===== config.mk =====
export PLATFORM = sky130hd
export DESIGN_NAME = i2c_tgen
export DESIGN_NICKNAME = d
export VERILOG_FILES = /design/src/rtl/i2c_tgen_pkg.sv /design/src/rtl/i2c_tgen_decode.sv /design/src/rtl/i2c_tgen_glitch.sv /design/src/rtl/i2c_tgen_cnt.sv /design/src/rtl/i2c_tgen.sv
export SDC_FILE = /design/constraint.sdc
export NUM_CORES = 1
export LEC_CHECK = 0
export ABC_AREA = 1
export BUFFER_PORTS_ARGS = -buffer_cell sky130_fd_sc_hd__buf_4
export CORE_MARGIN = 2
export CORE_UTILIZATION = 60
export DETAILED_ROUTE_END_ITERATION = 12
export GPL_TIMING_DRIVEN = 0
export MAX_ROUTING_LAYER = met4
export PLACE_DENSITY = 0.88
export SYNTH_ARGS = -nofsm -noshare
export SYNTH_HDL_FRONTEND = slang
export SYNTH_HIERARCHICAL = 1
export SYNTH_SLANG_ARGS = --single-unit

===== constraint.sdc =====
create_clock -name clk -period 13.55 [get_ports clk]
set_input_delay 2.71 -clock clk [delete_from_list [all_inputs] [get_ports clk]]
set_output_delay 2.71 -clock clk [all_outputs]
set_load 0.01 [all_outputs]

===== src/rtl/i2c_tgen_pkg.sv =====
package i2c_tgen_pkg;

    localparam int TW_W = 32;
    localparam int PR_W = 4;
    localparam int DL_W = 4;
    localparam int PH_W = 8;

    // Bit layout of the packed timing word, MSB first.
    typedef struct packed {
        logic [PR_W-1:0] presc;   // 31:28
        logic [3:0]      rsvd;    // 27:24
        logic [DL_W-1:0] setup;   // 23:20
        logic [DL_W-1:0] hold;    // 19:16
        logic [PH_W-1:0] hi;      // 15:8
        logic [PH_W-1:0] lo;      // 7:0
    } tg_fields_t;

    typedef enum logic [1:0] {
        ST_IDLE    = 2'd0,
        ST_LOW     = 2'd1,
        ST_WAIT_HI = 2'd2,
        ST_HIGH    = 2'd3
    } tg_state_e;

endpackage


===== src/rtl/i2c_tgen_decode.sv =====
module i2c_tgen_decode
    import i2c_tgen_pkg::*;
#(
    parameter int DNF_W = 5,
    parameter int LEN_W = 14
) (
    input  tg_fields_t       fld_i,
    input  logic [DNF_W-1:0] dnf_i,
    output logic [LEN_W-1:0] low_len_o,
    output logic [LEN_W-1:0] high_len_o,
    output logic [LEN_W-1:0] hold_len_o,
    output logic [LEN_W-1:0] need_len_o
);

    logic [LEN_W-1:0] tick;
    logic [LEN_W-1:0] setup_len;
    logic [LEN_W-1:0] data_len;

    // All lengths in kernel clocks. The high-phase sync allowance is
    // produced by the filter latency, so it is not added here.
    always_comb begin
        tick       = LEN_W'(fld_i.presc) + LEN_W'(1);
        low_len_o  = (LEN_W'(fld_i.lo) + LEN_W'(1)) * tick
                   + LEN_W'(dnf_i) + LEN_W'(2);
        high_len_o = (LEN_W'(fld_i.hi) + LEN_W'(1)) * tick;
        hold_len_o = LEN_W'(fld_i.hold) * tick + LEN_W'(1);
        setup_len  = (LEN_W'(fld_i.setup) + LEN_W'(1)) * tick;
        data_len   = hold_len_o + setup_len;
        need_len_o = (data_len > low_len_o) ? data_len : low_len_o;
    end

endmodule


===== src/rtl/i2c_tgen_glitch.sv =====
module i2c_tgen_glitch #(
    parameter int CNT_W = 5
) (
    input  logic             clk,
    input  logic             rst_n,
    input  logic [CNT_W-1:0] n_i,
    input  logic             din_i,
    output logic             dout_o
);

    logic             filt_q;
    logic [CNT_W-1:0] run_q;

    always_ff @(posedge clk or negedge rst_n) begin
        if (!rst_n) begin
            filt_q <= 1'b1;
            run_q  <= '0;
        end else if (din_i != filt_q) begin
            if (run_q >= n_i) begin
                filt_q <= din_i;
                run_q  <= '0;
            end else begin
                run_q  <= run_q + CNT_W'(1);
            end
        end else begin
            run_q <= '0;
        end
    end

    assign dout_o = filt_q;

    AST_FILT_FOLLOWS_INPUT: assert property (@(posedge clk) disable iff (!rst_n)
        (filt_q != $past(filt_q)) |-> ($past(din_i) == filt_q));

endmodule


===== src/rtl/i2c_tgen_cnt.sv =====
module i2c_tgen_cnt #(
    parameter int W = 14
) (
    input  logic         clk,
    input  logic         rst_n,
    input  logic         clr_i,
    input  logic         inc_i,
    output logic [W-1:0] cnt_o
);

    logic [W-1:0] cnt_q;

    always_ff @(posedge clk or negedge rst_n) begin
        if (!rst_n) begin
            cnt_q <= '0;
        end else if (clr_i) begin
            cnt_q <= '0;
        end else if (inc_i && (cnt_q != '1)) begin
            cnt_q <= cnt_q + W'(1);
        end
    end

    assign cnt_o = cnt_q;

    AST_CNT_STEP: assert property (@(posedge clk) disable iff (!rst_n)
        (!clr_i && inc_i && (cnt_q != '1)) |=> (cnt_q == W'($past(cnt_q) + W'(1))));

endmodule


===== src/rtl/i2c_tgen.sv =====
module i2c_tgen
    import i2c_tgen_pkg::*;
#(
    parameter int DNF_W = 5
) (
    input  logic             clk,
    input  logic             rst_n,
    input  logic             en_i,
    input  logic             run_i,
    input  logic [TW_W-1:0]  timing_i,
    input  logic [DNF_W-1:0] dnf_i,
    input  logic             scl_i,
    input  logic             sda_i,
    input  logic             sda_bit_i,
    output logic             scl_drive_low_o,
    output logic             sda_drive_low_o,
    output logic             sda_upd_o,
    output logic             sda_smp_o,
    output logic             sda_filt_o
);

    localparam int LEN_W    = PH_W + PR_W + 2;
    localparam int NLINE    = 2;
    localparam int LINE_SCL = 0;
    localparam int LINE_SDA = 1;

    tg_state_e        state_q, state_d;
    tg_fields_t       cfg_q;
    logic [DNF_W-1:0] dnf_q;
    logic [LEN_W-1:0] cnt;
    logic [LEN_W-1:0] low_len, high_len, hold_len, need_len;
    logic [NLINE-1:0] line_raw, line_filt;
    logic             scl_filt;
    logic             sda_q;

    // Configuration capture: only while idle
    always_ff @(posedge clk or negedge rst_n) begin
        if (!rst_n) begin
            cfg_q <= '0;
            dnf_q <= '0;
        end else if (state_q == ST_IDLE) begin
            cfg_q <= tg_fields_t'(timing_i);
            dnf_q <= dnf_i;
        end
    end

    i2c_tgen_decode #(
        .DNF_W (DNF_W),
        .LEN_W (LEN_W)
    ) u_decode (
        .fld_i      (cfg_q),
        .dnf_i      (dnf_q),
        .low_len_o  (low_len),
        .high_len_o (high_len),
        .hold_len_o (hold_len),
        .need_len_o (need_len)
    );

    // Input filters, one per bus line
    assign line_raw[LINE_SCL] = scl_i;
    assign line_raw[LINE_SDA] = sda_i;

    for (genvar g = 0; g < NLINE; g++) begin : g_line
        i2c_tgen_glitch #(
            .CNT_W (DNF_W)
        ) u_filt (
            .clk    (clk),
            .rst_n  (rst_n),
            .n_i    (dnf_q),
            .din_i  (line_raw[g]),
            .dout_o (line_filt[g])
        );
    end

    assign scl_filt   = line_filt[LINE_SCL];
    assign sda_filt_o = line_filt[LINE_SDA];

    // Phase counter, restarted on every state change
    i2c_tgen_cnt #(
        .W (LEN_W)
    ) u_cnt (
        .clk   (clk),
        .rst_n (rst_n),
        .clr_i (state_d != state_q),
        .inc_i (1'b1),
        .cnt_o (cnt)
    );

    // State register
    always_ff @(posedge clk or negedge rst_n) begin
        if (!rst_n) state_q <= ST_IDLE;
        else        state_q <= state_d;
    end

    // Next state
    always_comb begin
        state_d = state_q;
        unique case (state_q)
            ST_IDLE: begin
                if (run_i) state_d = ST_LOW;
            end
            ST_LOW: begin
                if (cnt == need_len - LEN_W'(1)) state_d = ST_WAIT_HI;
            end
            ST_WAIT_HI: begin
                if (scl_filt) state_d = ST_HIGH;
            end
            ST_HIGH: begin
                if (cnt == high_len - LEN_W'(1))
                    state_d = run_i ? ST_LOW : ST_IDLE;
            end
            default: state_d = ST_IDLE;
        endcase
        if (!en_i) state_d = ST_IDLE;
    end

    // Outputs decoded from state and count
    always_comb begin
        scl_drive_low_o = (state_q == ST_LOW);
        sda_upd_o       = (state_q == ST_LOW)  && (cnt == hold_len - LEN_W'(1));
        sda_smp_o       = (state_q == ST_HIGH) && (cnt == '0);
    end

    // SDA drive register, loaded only on the hold strobe
    always_ff @(posedge clk or negedge rst_n) begin
        if (!rst_n)         sda_q <= 1'b0;
        else if (!en_i)     sda_q <= 1'b0;
        else if (sda_upd_o) sda_q <= ~sda_bit_i;
    end

    assign sda_drive_low_o = sda_q;

    AST_UPD_INSIDE_LOW: assert property (@(posedge clk) disable iff (!rst_n)
        sda_upd_o |-> scl_drive_low_o);
    AST_SDA_ONLY_ON_STROBE: assert property (@(posedge clk) disable iff (!rst_n)
        (en_i && !sda_upd_o) |=> $stable(sda_drive_low_o));
    AST_LOW_BOUND: assert property (@(posedge clk) disable iff (!rst_n)
        (state_q == ST_LOW) |-> (cnt < need_len));
    AST_HIGH_AFTER_SCL: assert property (@(posedge clk) disable iff (!rst_n)
        sda_smp_o |-> $past(scl_filt));
    AST_STROBES_APART: assert property (@(posedge clk) disable iff (!rst_n)
        !(sda_upd_o && sda_smp_o));
    AST_DISABLE_RELEASE: assert property (@(posedge clk) disable iff (!rst_n)
        !en_i |=> (!scl_drive_low_o && !sda_drive_low_o));

endmodule


Yosys cells after proc, flatten, opt, wreduce, memory -nomap -nowiden
Index checks and enable logic that the tools add are counted.
{"block": "word_totals", "reg_bits": 62, "word_cells": 69}
{"block": "op_classes", "add_sub_neg": 14, "multipliers": 4, "magnitude_cmp": 3, "eq_ne": 11, "n_mux": 16, "bitwise": 1, "n_reduce_logical": 7}
{"operator": "14-bit equality test", "count": 3}
{"operator": "14-bit by 14-bit multiplier with 14-bit output", "count": 3}
{"operator": "14-bit 2-to-1 mux", "count": 3}
{"operator": "14-bit by 1-bit subtractor with 14-bit output (second input constant)", "count": 3}
{"operator": "14-bit by 1-bit adder with 14-bit output (second input constant)", "count": 2}
{"operator": "5-bit 2-to-1 mux", "count": 4}
{"operator": "8-bit by 1-bit adder with 9-bit output (second input constant)", "count": 2}
{"operator": "14-bit adder", "count": 1}
{"operator": "14-bit by 2-bit adder with 14-bit output (second input constant)", "count": 1}
{"operator": "14-bit by 5-bit adder with 14-bit output", "count": 1}
{"operator": "14-bit greater-than comparator", "count": 1}
{"operator": "14-bit logical NOT", "count": 1}
{"operator": "4-bit by 14-bit multiplier with 14-bit output", "count": 1}
{"operator": "14-bit != test (second input constant)", "count": 1}
{"operator": "4-bit by 1-bit adder with 5-bit output (second input constant)", "count": 2}
{"operator": "5-bit by 1-bit adder with 5-bit output (second input constant)", "count": 2}
{"operator": "5-bit >= comparator", "count": 2}
{"operator": "2-bit 2-to-1 mux", "count": 5}
{"operator": "2-bit one-hot mux with 4 select lines", "count": 1}
{"operator": "2-bit equality test (second input constant)", "count": 2}
{"operator": "2-bit AND reduction", "count": 2}
{"operator": "1-bit 2-to-1 mux", "count": 3}
{"operator": "2-bit by 1-bit equality test with 1-bit output (second input constant)", "count": 1}
{"operator": "1-bit logical AND", "count": 2}
{"operator": "6 further kinds", "count": 7}

Logic depth before layout (Yosys ltp)
Gate-level depths: netlist (run 1).
{"block": "depth", "ltp_word": 13, "mapped_depth": 58, "mapped_depth_nobuf": 56}

Cells and area by module
The synthesis (run 1) kept the hierarchy.
{"mod": "i2c_tgen_decode", "n_inst": 1, "cells_each": 851, "area_per_inst_um2": 5701.7, "seq_area_each_um2": 0.0}
{"mod": "i2c_tgen", "n_inst": 1, "cells_each": 440, "area_per_inst_um2": 3211.8, "seq_area_each_um2": 1001.0}
{"mod": "i2c_tgen_cnt", "n_inst": 1, "cells_each": 128, "area_per_inst_um2": 890.9, "seq_area_each_um2": 350.3}
{"mod": "i2c_tgen_glitch", "n_inst": 2, "cells_each": 50, "area_per_inst_um2": 414.1, "seq_area_each_um2": 151.4}

Least setup slack after synthesis (run 1)
Ideal clock, no wire load.
{"block": "synth_path", "kind": "register to register", "start": "register cfg_q[28] (netlist bit)", "end": "register u_cnt.cnt_q[11], in the netlist u_cnt/cnt_o[11]", "setup_ns": 0.066, "t_arrival_ns": 7.802, "required_ns": 13.484, "slack_ns": 5.682, "stages_incl_launch_ff": 54, "path_buffers": 3, "period_less_slack_ns": 7.868, "path_cell_list": "dfrtp_1 -> ha_1 -> xor2_1 -> clkbuf_1 -> nand2_1 -> fa_1 -> fa_1 -> fa_1 -> inv_1 -> ha_1 -> a21oi_1 -> nand2_1 -> a21oi_1 -> o21ai_0 -> xnor2_1 -> inv_1 -> ha_1 -> inv_1 -> (+18 left out) -> ha_1 -> nand3_2 -> inv_1 -> nand2_1 -> nor2_2 -> nand2_1 -> xor2_1 -> inv_1 -> nor2_1 -> nand2_1 -> nand2_2 -> nand2_2 -> nand3_1 -> nand3_2 -> inv_1 -> buf_1 -> nand4_1 -> nand2_1"}
{"block": "synth_via", "elab_chain_cells": 13, "elab_cells_between_ends": 22}
{"element": "from (decl)", "line": "i2c_tgen.sv:28", "text": "tg_fields_t cfg_q;"}
{"element": "from (signal assigned)", "line": "i2c_tgen.sv:42", "text": "cfg_q <= tg_fields_t'(timing_i);"}
{"element": "4-bit by 1-bit adder with 5-bit output (*)", "line": "i2c_tgen_decode.sv:22", "text": "tick = LEN_W'(fld_i.presc) + LEN_W'(1);"}
{"element": "4-bit by 14-bit multiplier with 14-bit output / 14-bit by 14-bit multiplier with 14-bit output (equally long branches)", "line": "i2c_tgen_decode.sv:26, i2c_tgen_decode.sv:23"}
{"element": "14-bit by 1-bit adder with 14-bit output / 14-bit by 5-bit adder with 14-bit output (equally long branches)", "line": "i2c_tgen_decode.sv:26, i2c_tgen_decode.sv:24"}
{"element": "14-bit adder / 14-bit by 2-bit adder with 14-bit output (equally long branches)", "line": "i2c_tgen_decode.sv:28, i2c_tgen_decode.sv:24"}
{"element": "14-bit greater-than comparator", "line": "i2c_tgen_decode.sv:29", "text": "need_len_o = (data_len > low_len_o) ? data_len : low_len_o;"}
{"element": "14-bit 2-to-1 mux (*)", "line": "i2c_tgen_decode.sv:29"}
{"element": "named net need_len[1]", "line": "i2c_tgen.sv:31", "text": "logic [LEN_W-1:0] low_len, high_len, hold_len, need_len;"}
{"element": "14-bit by 1-bit subtractor with 14-bit output (*)", "line": "i2c_tgen.sv:103", "text": "if (cnt == need_len - LEN_W'(1)) state_d = ST_WAIT_HI;"}
{"element": "14-bit equality test (*)", "line": "i2c_tgen.sv:103"}
{"element": "2-bit 2-to-1 mux (*)", "line": "i2c_tgen.sv:103"}
{"element": "2-bit one-hot mux with 4 select lines (*)", "line": "i2c_tgen.sv:98", "text": "unique case (state_q)"}
{"element": "2-bit 2-to-1 mux (*)", "line": "i2c_tgen.sv:114", "text": "if (!en_i) state_d = ST_IDLE;"}
{"element": "2-bit != test (*)", "line": "i2c_tgen.sv:84", "text": ".clr_i (state_d != state_q),"}
{"element": "14-bit 2-to-1 mux / 2-bit nonzero test (equally long branches)"}
{"element": "to (signal assigned)", "line": "i2c_tgen_cnt.sv:19", "text": "cnt_q <= cnt_q + W'(1);"}
{"element": "to (decl)", "line": "i2c_tgen_cnt.sv:11", "text": "logic [W-1:0] cnt_q;"}
The timed path passes the listed nets; every way through them passes the cells marked *.
A chain may end at the register's enable or synchronous reset.

Final worst setup path (run 1)
{"block": "layout_path", "start": "register cfg_q[28] (netlist bit)", "end": "register u_cnt.cnt_q[0], in the netlist u_cnt/cnt_o[0]"}
Same word-level chain as after synthesis.

==> impl_metrics.csv, run 1 <==
group,metric,value,unit
status,status,"completed",
placement,globalplace.congestion,0.932,
clock_network,cts_setup_buffers,0,
timing,skew,0.00996,ns
cells_and_area,drive_gt1_share,10.3,%
route,vias,9647,
floorplanning,rows,48,
floorplanning,coreArea,17200,um^2
yosys,synthesis.area,10500,um^2
cells_and_area,nets,1795,
clock_network,cts-resized-gates,0,
global_routing,grt_pass1_vias,9412,
floorplanning,dieArea,18500,um^2
clock_network,clk-insertion-delay-late,0.35,ns
placement,io_buffer_count,44,
worst_setup_path,cp_max_fo,10,
timing,max_slew_margin,44.3,%
route,firstDrtPassIters,5,
floorplanning,dieHeight,136,um
clock_network,cts_buffers,9,
placement,hpwl,20.6,mm
route,viasPerCell,5.37,
yosys,syn_inst,1509,
timing,min_period_over_period,70.2,%
cells_and_area,seq_area,1550,um^2
cells_and_area,multi_input_area,7710,um^2
clock_network,clock_sinks,62,
global_routing,grt_max_degree,63,
timing,finalWorstSetupSlack,4.04,ns
yosys,syn_avg_cell_area,6.95,um^2
worst_setup_path,critPathArrivalTime,9.79,ns
floorplanning,ios,49,
placement,placed_cell_area,11100,um^2
clock_network,clk_pin_slew_worst_paths,0.06,ns
worst_setup_path,path_common_cell,"nand2_1",
floorplanning,fp.dieW,136,um
worst_setup_path,path_buf_inv,9,
cells_and_area,syn_to_final_growth,8.56,%
global_routing,gr-usage-all-layers,29.5,%
cells_and_area,fillCellCount,1443,
floorplanning,initial_core_util,61.0,%
clock_network,hold_buffers,0,
route,post-route-drc-count,0,
cells_and_area,design_area,11400,um^2
worst_setup_path,criticalPathCategory,"reg2reg",
timing,drv_slew,0,
worst_setup_path,start_kind,"flip-flop",
worst_setup_path,critPathMaxStageDelay,0.55,ns
global_routing,grt_pass1_wl,43.0,mm
route,ant_nets,0,
cells_and_area,antenna_cells,0,
worst_setup_path,cpLargestDelayFamily,"adder cells",
yosys,yosysWarnings,6,
clock_network,cts_tree,"built",
route,first_iter_violations,672,
timing,rsz0062_at_grt,"false",
cells_and_area,fin_util,66.2,%
placement,pre_cts_ws,4.30,ns
route,drt-total-wl,25.3,mm
timing,fin_tns_setup,0,ns
job,drv_cap,0,
route,wl_per_cell,14.1,um
clock_network,ctsLongestPathBuffers,2,
timing,max_freq,0.105,GHz
global_routing,overflow,0,
clock_network,h-tree-depth,3,
global_routing,antenna_found_initial,0,
timing,min_period,9.51,ns
clock_network,clock_tree.root_cell,"clkbuf_16",
worst_setup_path,critPathSlowestCell,"fa_1",
timing,hold_violations,0,
timing,worst_slew_pin_slew,0.836,ns
timing,setup_violations,0,
worst_setup_path,crit_path_end_kind,"flip-flop",
worst_hold_path,min_path_type,"reg2reg",
worst_setup_path,worst_ep_required_time,13.84,ns
state kept, by name, summed over array words and instances, names as in the netlist:
register	count
dnf_q	5
sda_drive_low_o	1
u_cnt/cnt_o	14
g_line.u_filt/run_q	10
cfg_q	28
state_q	2
g_line.u_filt/dout_o	2
per-layer routing:
| metal | up-vias | share of wire (%) | track usage, % |
|---|---|---|---|
| li1 | 4809 | - | - |
| met1 | 4456 | 43 | 36.1 |
| met2 | 328 | 49 | 50.3 |
| met3 | 54 | 5.5 | 4.06 |
| met4 | 0 | 2.8 | 9.78 |
| met5 | - | 0 | - |
path summary, 6_finish.rpt:
check,to,start,cells past startpoint,slack (ns)
min,g_line[1].u_filt/run_q[0],g_line[1].u_filt/run_q[0],1,0.49
max in group asynchronous,dnf_q[4],rst_n,1,10.54
min reg2reg,g_line[1].u_filt/run_q[0],g_line[1].u_filt/run_q[0],1,0.49
max reg2reg,u_cnt/cnt_o[0],cfg_q[28],53,4.04
max,u_cnt/cnt_o[0],cfg_q[28],53,4.04
min in group asynchronous,u_cnt/cnt_o[0],rst_n,1,2.46
layout by cell type (no fill, tap or decap), drive strengths merged:
cell type and instances:
buf 59, dfrtp 60, o21bai 5, xor2 60, dfstp 2, inv 284
or2 9, nand3b 3, and3 1, nor3 9, mux2 33, a21o 3
o221ai 1, ha 120, a211oi 1, and2 2, o21ai 22, nand4 46
fa 64, nor2 196, xnor2 31, clkinv 6, conb 5, a21oi 39
nand2 388, a31o 2, o211ai 3, nand3 88, o211a 1, clkinvlp 1
nor4 5, clkbuf 20, nor3b 3
final cells by class:
| cell class | instances | share of cell area, % |
|---|---|---|
| multi-input combinational | 1140 | 67.8 |
| sequential | 62 | 13.7 |
| inverter | 284 | 9.37 |
| timing repair buffer | 44 | 2.90 |
| tap | 225 | 2.47 |
| clock buffer | 9 | 1.98 |
| buffer | 26 | 1.40 |
| clock inverter | 7 | 0.429 |
through the flow:
step | instances | hold slack, ns
finish | 1797 | 0.489
global route | 1797 | 0.506
CTS | 1797 | 0.484
detailed placement | 1781 | 0.476
global placement | 1781 | 0.471
floorplan | 1512 | 0.452
Power of run 1 is left out: the tool's default activity adds up to more than one toggle a clock period on the data nets, which glitch-free logic cannot reach.
==> run 2, diff against run 1 <==
- clock period: 13.55 -> 9.4 ns (I/O delays scaled with it)
==> run 2 against run 1 <==
Clock skew about the same. Flip-flop and latch count did not move. Sequential share of layout area is 0.055 points lower. Die area unchanged. Critical path depth unchanged. Register-to-register slack worse by 3.4 ns. Via count is essentially flat. Highest routed layer unchanged.
==> impl_metrics.csv, run 2 (same netlist as run 1, synthesis figures left out) <==
group,metric,value,unit
status,status,"completed",
clock_network,cts_tree,"built",
route,post-route-drc-count,0,
floorplanning,rows,48,
route,drt-total-wl,25.3,mm
worst_setup_path,worst_ep_required_time,9.67,ns
worst_setup_path,cp-startpoint,"cfg_q[28]",
floorplanning,ios,49,
clock_network,clock_tree.root_cell,"clkbuf_16",
clock_network,hold_buffers,0,
cells_and_area,final_common_cell,"nand2_1",
placement,hpwl,20.6,mm
clock_network,cts-resized-gates,0,
route,viasPerCell,5.38,
timing,max_slew_margin,44.7,%
global_routing,grt_use_met3,4.06,%
timing,fin_tns_setup,0,ns
cells_and_area,antenna_cells,0,
worst_setup_path,critPathMaxStageDelay,0.56,ns
global_routing,use_met1,36.1,%
cells_and_area,final_cell_mix,"376 x nand2_1, 277 x inv_1, 180 x nor2_1",
worst_setup_path,crit_end,"u_cnt/cnt_o[1]",
worst_setup_path,rr_worst_depth,53,
route,vias,9656,
placement,io_buffer_count,44,
worst_setup_path,cp_max_fo,10,
global_routing,gr-usage-all-layers,29.5,%
floorplanning,dieArea,18500,um^2
timing,max_freq,0.114,GHz
cells_and_area,nets,1794,
timing,hold_violations,0,
clock_network,ctsLongestPathBuffers,2,
worst_setup_path,path_common_cell,"nand2_1",
cells_and_area,fillCellCount,1433,
worst_setup_path,r2r_end,"u_cnt/cnt_o[1]",
timing,setup_violations,0,
cells_and_area,syn_to_final_growth,9.09,%
worst_setup_path,crit_path_end_kind,"flip-flop",
placement,globalplace.congestion,0.932,
global_routing,overflow,0,
timing,min_period,8.74,ns
clock_network,cts_setup_buffers,0,
route,first_iter_violations,740,
global_routing,busiest_layer,"met2",
clock_network,clk-insertion-delay-late,0.35,ns
route,wl_per_cell,14.1,um
global_routing,grt_pass1_wl,43.0,mm
worst_setup_path,r2r_slack,0.66,ns
timing,min_period_over_period,93.0,%
clock_network,clk_pin_slew_worst_paths,0.06,ns
timing,rsz0062_at_grt,"false",
cells_and_area,drive_gt1_share,11.0,%
global_routing,grt_max_degree,63,
clock_network,clock_sinks,62,
worst_setup_path,critPathArrivalTime,9.01,ns
global_routing,antenna_found_initial,0,
job,drv_cap,0,
global_routing,grt_pass1_vias,9412,
route,ant_nets,0,
cells_and_area,largest_reg_flops,28,
floorplanning,initial_core_util,61.0,%
global_routing,use_met2,50.3,%
clock_network,h-tree-depth,3,
timing,skew,0.00957,ns
worst_setup_path,critPathSlowestCell,"clkbuf_1",
route,firstDrtPassIters,5,
floorplanning,coreArea,17200,um^2
floorplanning,fp.dieW,136,um
worst_setup_path,start_kind,"flip-flop",
clock_network,cts_buffers,9,
timing,worst_slew_pin_slew,0.830,ns
worst_setup_path,r2r-start,"cfg_q[28]",
cells_and_area,largest-register,"cfg_q",
worst_setup_path,criticalPathCategory,"reg2reg",
floorplanning,dieHeight,136,um
timing,drv_slew,0,
worst_hold_path,min_path_type,"reg2reg",
## run 2: cell count changes in the layout (fill, tap and decap cells not counted), sizes merged
cell    previous run  this run
clkbuf            20        19
clkinv             6         5
inv              284       285
## run 2: per-stage QoR
step,utilization [%],setup WS [ns],hold slack [ns],area (um^2),cells
3_5_place_dp,64.6,0.154,0.476,11100,1781
5_1_grt,66.6,0.0109,0.506,11400,1796
4_1_cts,66.2,0.00116,0.484,11400,1797
3_3_place_gp,64.6,0.263,0.471,11100,1781
2_1_floorplan,-,1.53,0.452,10500,1512
6_report,66.6,0.661,0.489,11400,1796
## run 2: area by class of cell
type	instances	area [um^2]	area share (%)
well taps	225	282	2.46
clock inverters	7	48.8	0.427
inverters	284	1070	9.32
flip-flops and latches	62	1560	13.6
clock buffers	9	225	1.97
plain buffers	25	161	1.41
repair buffers	44	330	2.89
multi-input cells	1140	7760	67.9
## run 2: how the worst min path moves through the flow
| stage | from | cells past startpoint | endpoint |
|---|---|---|---|
| final | g_line[1].u_filt/run_q[0] | 1 | g_line[1].u_filt/run_q[0] |
| after global routing | g_line[0].u_filt/run_q[0] | 1 | g_line[0].u_filt/run_q[0] |
| after CTS | g_line[1].u_filt/run_q[0] | 1 | g_line[1].u_filt/run_q[0] |
| after detailed placement | g_line[1].u_filt/run_q[0] | 1 | g_line[1].u_filt/run_q[0] |
| after global placement | g_line[1].u_filt/run_q[0] | 1 | g_line[1].u_filt/run_q[0] |
| after floorplan | g_line[0].u_filt/run_q[0] | 1 | g_line[0].u_filt/run_q[0] |
## run 2: metal layers
metal,share of wire (%),up-vias
met4,2.8,0
met5,0,-
met1,43,4502
met3,5.2,60
li1,-,4809
met2,49,285
## run 2: critical path: cells and delay by family (launching register included)
| kind | cells | cell delay (ns) |
|---|---|---|
| AO/OA/AOI/OAI | 4 | 0.58 |
| AND/OR/NAND/NOR | 33 | 3.20 |
| XOR/XNOR | 1 | 0.15 |
| adder cells (fa/ha/maj) | 8 | 2.81 |
| flip-flops | 1 | 0.49 |
| buffers and inverters | 7 | 1.44 |
Power of run 2 is left out for the same reason.
